File: src/rtl/spi_irq_pkg.sv
package spi_irq_pkg;
    localparam int STS_W   = 18;
    localparam int EOW_BIT = 17;

    typedef enum logic [1:0] {
        WC_OFF = 2'd0,
        WC_RUN = 2'd1,
        WC_END = 2'd2
    } wc_state_e;

    localparam logic [1:0] MODE_DUPLEX  = 2'b00;
    localparam logic [1:0] MODE_RX_ONLY = 2'b01;
    localparam logic [1:0] MODE_TX_ONLY = 2'b10;

    function automatic logic [STS_W-1:0] sts_mask(input bit newer);
        return newer ? 18'h3777F : 18'h1777F;
    endfunction
endpackage

File: src/rtl/spi_chan_qual.sv
module spi_chan_qual
    import spi_irq_pkg::*;
#(
    parameter int LVL_W = 6
) (
    input  logic             clk,
    input  logic             rst_n,
    input  logic             en_i,
    input  logic             tx_dma_en_i,
    input  logic             rx_dma_en_i,
    input  logic             tx_empty_i,
    input  logic             rx_full_i,
    input  logic             turbo_i,
    input  logic [1:0]       mode_i,
    input  logic             tx_buf_i,
    input  logic             rx_buf_i,
    input  logic [LVL_W:0]   tx_level_i,
    input  logic [LVL_W:0]   rx_level_i,
    input  logic [LVL_W-1:0] ael_i,
    input  logic [LVL_W-1:0] afl_i,
    output logic             tx_req_o,
    output logic             rx_req_o,
    output logic             tx_evt_o,
    output logic             rx_evt_o
);
    logic tx_lvl_ok, rx_lvl_ok;
    logic tx_cond, rx_cond;
    logic tx_prev, rx_prev;

    always_comb begin
        tx_lvl_ok = !tx_buf_i || (tx_level_i <= {1'b0, ael_i});
        rx_lvl_ok = !rx_buf_i || (rx_level_i >= {1'b0, afl_i});
        tx_cond   = en_i && tx_empty_i && (mode_i != MODE_RX_ONLY) && tx_lvl_ok;
        rx_cond   = en_i && rx_full_i && (mode_i != MODE_TX_ONLY) && rx_lvl_ok;
        tx_evt_o  = tx_cond && !tx_prev;
        rx_evt_o  = rx_cond && !turbo_i && !rx_prev;
    end

    always_ff @(posedge clk or negedge rst_n) begin
        if (!rst_n) begin
            tx_prev  <= 1'b0;
            rx_prev  <= 1'b0;
            tx_req_o <= 1'b0;
            rx_req_o <= 1'b0;
        end else begin
            tx_prev  <= tx_cond;
            rx_prev  <= rx_cond && !turbo_i;
            tx_req_o <= tx_cond && tx_dma_en_i;
            rx_req_o <= rx_cond && rx_dma_en_i;
        end
    end

    assert_txreq_qual_R8: assert property (@(posedge clk) disable iff (!rst_n)
        tx_req_o |-> $past(en_i && tx_dma_en_i && tx_empty_i && mode_i != MODE_RX_ONLY));

    assert_rxreq_qual_R10: assert property (@(posedge clk) disable iff (!rst_n)
        rx_req_o |-> $past(en_i && rx_dma_en_i && rx_full_i && mode_i != MODE_TX_ONLY));
endmodule

File: src/rtl/spi_wcnt_fsm.sv
module spi_wcnt_fsm
    import spi_irq_pkg::*;
#(
    parameter int WCNT_W = 16
) (
    input  logic              clk,
    input  logic              rst_n,
    input  logic              load_i,
    input  logic [WCNT_W-1:0] load_val_i,
    input  logic              word_done_i,
    output logic [WCNT_W-1:0] left_o,
    output logic              eow_o
);
    wc_state_e state_q, state_d;
    logic      last_word;

    assign last_word = (left_o == WCNT_W'(1));

    always_comb begin
        state_d = state_q;
        if (load_i) begin
            state_d = (load_val_i != '0) ? WC_RUN : WC_OFF;
        end else begin
            unique case (state_q)
                WC_OFF:  state_d = WC_OFF;
                WC_RUN:  if (word_done_i && last_word) state_d = WC_END;
                WC_END:  state_d = WC_END;
                default: state_d = WC_OFF;
            endcase
        end
    end

    always_ff @(posedge clk or negedge rst_n) begin
        if (!rst_n) state_q <= WC_OFF;
        else        state_q <= state_d;
    end

    always_ff @(posedge clk or negedge rst_n) begin
        if (!rst_n)                                 left_o <= '0;
        else if (load_i)                            left_o <= load_val_i;
        else if (state_q == WC_RUN && word_done_i)  left_o <= left_o - WCNT_W'(1);
    end

    assign eow_o = (state_q == WC_RUN) && (state_d == WC_END);

    assert_end_zero_R12: assert property (@(posedge clk) disable iff (!rst_n)
        (state_q == WC_END) |-> (left_o == '0));

    assert_eow_once_R12: assert property (@(posedge clk) disable iff (!rst_n)
        eow_o |=> !eow_o);
endmodule

File: src/rtl/spi_irq_status.sv
module spi_irq_status
    import spi_irq_pkg::*;
#(
    parameter bit NEWER = 1'b1
) (
    input  logic             clk,
    input  logic             rst_n,
    input  logic             sts_wr_i,
    input  logic [STS_W-1:0] sts_wdata_i,
    input  logic             en_wr_i,
    input  logic [STS_W-1:0] en_wdata_i,
    input  logic             hold_i,
    input  logic [STS_W-1:0] set_i,
    output logic [STS_W-1:0] sts_o,
    output logic [STS_W-1:0] en_o,
    output logic             irq_o
);
    localparam logic [STS_W-1:0] MASK = sts_mask(NEWER);

    logic [STS_W-1:0] clr, frc, sts_d;

    always_comb begin
        clr   = (sts_wr_i && !hold_i) ? sts_wdata_i : '0;
        frc   = hold_i ? MASK : '0;
        sts_d = ((sts_o & ~clr) | set_i | frc) & MASK;
    end

    always_ff @(posedge clk or negedge rst_n) begin
        if (!rst_n) begin
            sts_o <= '0;
            en_o  <= '0;
        end else begin
            sts_o <= sts_d;
            if (en_wr_i) en_o <= en_wdata_i & MASK;
        end
    end

    assign irq_o = |(sts_o & en_o);

    assert_force_R7: assert property (@(posedge clk) disable iff (!rst_n)
        hold_i |=> ((sts_o & MASK) == MASK));

    assert_noclr_R6: assert property (@(posedge clk) disable iff (!rst_n)
        hold_i |=> ((sts_o & $past(sts_o)) == $past(sts_o)));
endmodule

File: src/rtl/spi_irq_dma_gen.sv
module spi_irq_dma_gen
    import spi_irq_pkg::*;
#(
    parameter int NUM_CH   = 4,   // at most 4: four status bits per channel below bit 16
    parameter int LVL_W    = 6,
    parameter int WCNT_W   = 16,
    parameter bit NEWER    = 1'b1,
    localparam int CH_IDX_W = (NUM_CH > 1) ? $clog2(NUM_CH) : 1
) (
    input  logic                  clk,
    input  logic                  rst_n,
    input  logic [NUM_CH-1:0]     ch_en,
    input  logic [NUM_CH-1:0]     tx_dma_en,
    input  logic [NUM_CH-1:0]     rx_dma_en,
    input  logic [NUM_CH-1:0]     tx_empty,
    input  logic [NUM_CH-1:0]     rx_full,
    input  logic [NUM_CH-1:0]     turbo,
    input  logic [2*NUM_CH-1:0]   ch_mode,
    input  logic [CH_IDX_W-1:0]   buf_ch,
    input  logic                  tx_buf_on,
    input  logic                  rx_buf_on,
    input  logic [LVL_W:0]        tx_level,
    input  logic [LVL_W:0]        rx_level,
    input  logic                  lvl_wr,
    input  logic [31:0]           lvl_wdata,
    input  logic                  word_done,
    input  logic                  sts_wr,
    input  logic [STS_W-1:0]      sts_wdata,
    input  logic                  en_wr,
    input  logic [STS_W-1:0]      en_wdata,
    input  logic                  test_mode,
    input  logic                  test_set,
    output logic [STS_W-1:0]      sts_q,
    output logic [STS_W-1:0]      en_q,
    output logic                  irq,
    output logic [NUM_CH-1:0]     tx_dma_req,
    output logic [NUM_CH-1:0]     rx_dma_req,
    output logic [WCNT_W-1:0]     words_left
);
    localparam int AFL_LSB = 8;
    localparam int CNT_LSB = 16;

    logic [LVL_W-1:0]  ael_q, afl_q;
    logic [NUM_CH-1:0] tx_evt, rx_evt;
    logic              eow;
    logic [STS_W-1:0]  set_vec;
    logic              lvl_unused;

    assign lvl_unused = ^{lvl_wdata[AFL_LSB-1:LVL_W], lvl_wdata[CNT_LSB-1:AFL_LSB+LVL_W]};

    always_ff @(posedge clk or negedge rst_n) begin
        if (!rst_n) begin
            ael_q <= '0;
            afl_q <= '0;
        end else if (lvl_wr) begin
            ael_q <= lvl_wdata[LVL_W-1:0];
            afl_q <= lvl_wdata[AFL_LSB +: LVL_W];
        end
    end

    for (genvar n = 0; n < NUM_CH; n++) begin : g_ch
        logic own;
        assign own = (buf_ch == CH_IDX_W'(n));
        spi_chan_qual #(.LVL_W(LVL_W)) u_qual (
            .clk        (clk),
            .rst_n      (rst_n),
            .en_i       (ch_en[n]),
            .tx_dma_en_i(tx_dma_en[n]),
            .rx_dma_en_i(rx_dma_en[n]),
            .tx_empty_i (tx_empty[n]),
            .rx_full_i  (rx_full[n]),
            .turbo_i    (turbo[n]),
            .mode_i     (ch_mode[2*n +: 2]),
            .tx_buf_i   (own && tx_buf_on),
            .rx_buf_i   (own && rx_buf_on),
            .tx_level_i (tx_level),
            .rx_level_i (rx_level),
            .ael_i      (ael_q),
            .afl_i      (afl_q),
            .tx_req_o   (tx_dma_req[n]),
            .rx_req_o   (rx_dma_req[n]),
            .tx_evt_o   (tx_evt[n]),
            .rx_evt_o   (rx_evt[n])
        );
    end

    spi_wcnt_fsm #(.WCNT_W(WCNT_W)) u_wcnt (
        .clk        (clk),
        .rst_n      (rst_n),
        .load_i     (lvl_wr),
        .load_val_i (lvl_wdata[CNT_LSB +: WCNT_W]),
        .word_done_i(word_done),
        .left_o     (words_left),
        .eow_o      (eow)
    );

    always_comb begin
        set_vec = '0;
        for (int n = 0; n < NUM_CH; n++) begin
            set_vec[4*n]     = tx_evt[n];
            set_vec[4*n + 2] = rx_evt[n];
        end
        set_vec[EOW_BIT] = eow && NEWER;
    end

    spi_irq_status #(.NEWER(NEWER)) u_sts (
        .clk        (clk),
        .rst_n      (rst_n),
        .sts_wr_i   (sts_wr),
        .sts_wdata_i(sts_wdata),
        .en_wr_i    (en_wr),
        .en_wdata_i (en_wdata),
        .hold_i     (test_mode && test_set),
        .set_i      (set_vec),
        .sts_o      (sts_q),
        .en_o       (en_q),
        .irq_o      (irq)
    );

    assert_turbo_no_rx_R11: assert property (@(posedge clk) disable iff (!rst_n)
        (turbo[0] && !(test_mode && test_set) && !sts_q[2]) |=> !sts_q[2]);
endmodule

File: config.mk
export PLATFORM = sky130hd
export DESIGN_NAME = spi_irq_dma_gen
export DESIGN_NICKNAME = d
export VERILOG_FILES = /design/src/rtl/spi_irq_pkg.sv /design/src/rtl/spi_chan_qual.sv /design/src/rtl/spi_wcnt_fsm.sv /design/src/rtl/spi_irq_status.sv /design/src/rtl/spi_irq_dma_gen.sv
export SDC_FILE = /design/constraint.sdc
export NUM_CORES = 1
export LEC_CHECK = 0
export BUFFER_PORTS_ARGS = -buffer_cell sky130_fd_sc_hd__buf_2
export CORE_ASPECT_RATIO = 0.6
export CORE_MARGIN = 2
export CORE_UTILIZATION = 45
export DETAILED_ROUTE_END_ITERATION = 6
export GPL_ROUTABILITY_DRIVEN = 0
export PLACE_DENSITY = 0.78
export SLEW_MARGIN = 20
export SYNTH_ARGS = -nofsm -noshare
export SYNTH_HDL_FRONTEND = slang
export SYNTH_SLANG_ARGS = --single-unit
File: constraint.sdc
create_clock -name clk -period 1.9 [get_ports clk]
set_input_delay 0.38 -clock clk [delete_from_list [all_inputs] [get_ports clk]]
set_output_delay 0.38 -clock clk [all_outputs]
set_load 0.01 [all_outputs]
==> results.yml <==
finish:
  final_cells: 681
  fin_util_pct: 63.6
  drive_above_1_share_pct: 43.1
  nNetsFinal: 706
  areaGrowthSynthToFinish_pct: 38.1
  final_common_cell: "buf_2"
  antenna_cells: 0
  layout_common_cells: "169 x buf_2, 76 x dfrtp_1, 55 x nand2_1, 22 x nor2_1, 21 x o21ai_0"
run_status:
  failed_checks: "hold timing, setup timing"
  status: "finished, violations left"
power:
  p_leak_uw: 0.00262
  report.power.total_uw: 4540
  p_per_area_nw_per_um2: 849
  ir_drop_v: 0.000491
synth:
  ys_types: 48
  synth_fa_ha_area_share_pct: 5.16
  async_flop_share_pct: 100
  synth-seq-cells: 76
  synth.top_cell.area_share_pct: 49.0
  synth_flop_cell: "dfrtp_1"
  synth_compound_area_share_pct: 15.2
  synth_top_family_by_area: "simple AND/OR/NAND/NOR gates"
  syn_avg_cell_area_sq_um: 10.1
  yosys_warnings: 0
  synthTopCellsByArea: "dfrtp_1 49%, nand2_1 5.3%, ha_1 5.2%, mux2_2 4.9%, buf_4 2.7%"
  yosys.area.top_type: "dfrtp_1"
  netlist_instances: 385
  synth_edf_count: 0
  yosysSeqAreaShare_pct: 49.0
  synth-xor-area-share_pct: 2.48
  muxShareOfSynthArea_pct: 4.94
  synthSimpleGateAreaFrac_pct: 17.0
  netlist_area_sq_um: 3880
routing:
  wl_per_cell_microns: 15.7
  drtAntennaViolNets: 0
  via_per_inst: 5.21
  drt_iter0_drc: 189
  drtPass1Iterations: 4
  drcViolationCount: 0
  dr_total_vias: 3545
  drt-total-wl_microns: 10700
timing:
  skew_ns: 0.00664
  period_needed_ns: 1.95
  layout_setup_ws_ns: -0.0541
  whs_ns: -0.00186
  setup_viol: 1
  max_freq_ghz: 0.512
  worstMarginPinSlew_ns: 0.628
  fin_tns_setup_ns: -0.0541
  relSlewSlack_pct: 58.2
  hold_viol_final: 2
  rsz0062_at_grt: "true"
  drv_slew: 0
  finalCritPeriodShare_pct: 103
critical_path:
  worstPathArrival_ns: 1.57
  cp_max_fo: 3
  critPathRequiredTime_ns: 1.52
  start_kind: "flip-flop"
  critPathCaptureType: "output pin"
  critPathTopFamily: "flip-flops"
  cp_slowest_cell: "dfrtp_1"
  cp_num_buf_inv: 1
  slowest_delay_ns: 0.40
  r2r-end: "u_sts.sts_o[4]"
  r2r_cells: 7
  crit_chain: "a222oi_1 -> and3_1 -> nand4_1 -> buf_2"
  r2r_start: "ael_q[4]"
  crit_type: "flip-flop to output pin"
  rrSetupSlack_ns: 0.07
clocking:
  cts_buffers: 9
  cts_sinks: 76
  cts_buffer_depth: 2
  clock_latency_ns: 0.33
  cts_root_buf: "clkbuf_16"
  ctsHoldBuffers: 0
  htree_levels: 3
  cts.clk_slew.worst_paths_ns: 0.06
  cts_tree: "built"
floorplan:
  core_sq_um: 8430
  ios: 187
  die_x_microns: 124
  initial_core_util_pct: 46.0
  die-area_sq_um: 9400
  dieHeight_microns: 75.9
  fp-row-count: 26
run:
  cap_violations: 0
global_routing:
  grt_pass1_wl_microns: 16400
  grt_pass1_vias: 3393
  grtUsageTotal_pct: 22.7
  overflow: 0
  grt_max_degree: 38
  antenna_found_initial: 0
place:
  dp_hpwl_microns: 8350
  placedCellCount: 663
  io_buffers: 170
worst_hold_path:
  worstHoldPathType: "input port to asynchronous set/reset pin"
flip-flops by register name, indices dropped and copies added, names as in the netlist:
register and cells:
g_ch.u_qual.rx_prev 4, u_wcnt.left_o 16, u_wcnt.state_q 2, u_sts.sts_o 15
afl_q 6, g_ch.u_qual.rx_req_o 4, g_ch.u_qual.tx_req_o 4, u_sts.en_o 15
ael_q 6, g_ch.u_qual.tx_prev 4
area by class of cell:
type	instances	area (sq um)
Multi-Input combinational cell	266	1890
Tap cell	112	140
Inverter	23	86.3
Clock buffer	9	225
Sequential cell	76	1900
Timing Repair Buffer	188	1020
Fill cell	715	3070
Clock inverter	7	91.3
worst max path at each step:
stage	slack, ns	startpoint	depth (start not counted)	endpoint
floorplan	0.21	u_wcnt.state_q[1]	6	u_wcnt.left_o[13]
global placement	-0.009	tx_level[5]	7	u_sts.sts_o[4]
detailed placement	-0.06	rx_level[5]	7	u_sts.sts_o[6]
CTS	-0.08	u_sts.sts_o[4]	4	irq
global route	-0.13	u_sts.sts_o[4]	4	irq
finish	-0.05	u_sts.sts_o[4]	4	irq
logic make-up (layout without fill, tap and decap cells):
logic type | after synthesis | count (layout)
other | 1 | 6
XOR/XNOR | 11 | 11
buffers and inverters | 48 | 227
AO/OA/AOI/OAI | 90 | 90
flip-flops | 76 | 76
AND/OR/NAND/NOR | 126 | 126
adder cells (fa/ha/maj) | 16 | 16
multiplexers | 17 | 17
routing by layer:
| layer | track usage (%) | vias up | share of wire, % |
|---|---|---|---|
| met3 | 5.80 | 15 | 6.3 |
| met4 | 7.16 | 0 | 1.4 |
| li1 | - | 1703 | - |
| met5 | 0 | - | 0 |
| met2 | 34.5 | 129 | 47 |
| met1 | 31.9 | 1698 | 45 |
cell usage after synthesis, types with 3 or more instances:
cell type,number
a31oi_1,4
nand3_1,7
dfrtp_1,76
nor2_1,23
o31ai_1,5
a2111oi_2,4
nor3b_1,9
buf_4,14
a21oi_1,18
or3_1,4
mux2_2,17
xor2_1,8
nand4_1,4
clkbuf_1,10
a21o_1,8
inv_1,22
o21ai_0,21
o211ai_1,5
a211oi_1,4
ha_1,16
nand2_1,55
o21ai_1,11
xnor2_1,3
a22oi_1,4
nor4_1,5
timing repair:
| item | in CTS | in global routing |
|---|---|---|
| setup buffers | 0 | 2 |
| pin swaps | 2 | 5 |
| setup endpoints to repair | 1 | 17 |
| gates resized for setup | 0 | 21 |
per-stage QoR:
step | setup WS [ns] | area, sq um
5_1_grt | -0.130 | 5360
3_5_place_dp | -0.0649 | 4890
6_report | -0.0541 | 5360
2_1_floorplan | 0.206 | 3900
3_3_place_gp | -0.00852 | 4890
4_1_cts | -0.0812 | 5200
power by group:
group          internal (uW)  leakage, uW  switching [uW]  total (uW)
clock network           1140     0.000155             656        1800
logic                    398      0.00154             455         854
registers               1760     0.000918             127        1890
total                   3310      0.00262            1240        4540
(Power assumes the default switching activity.)
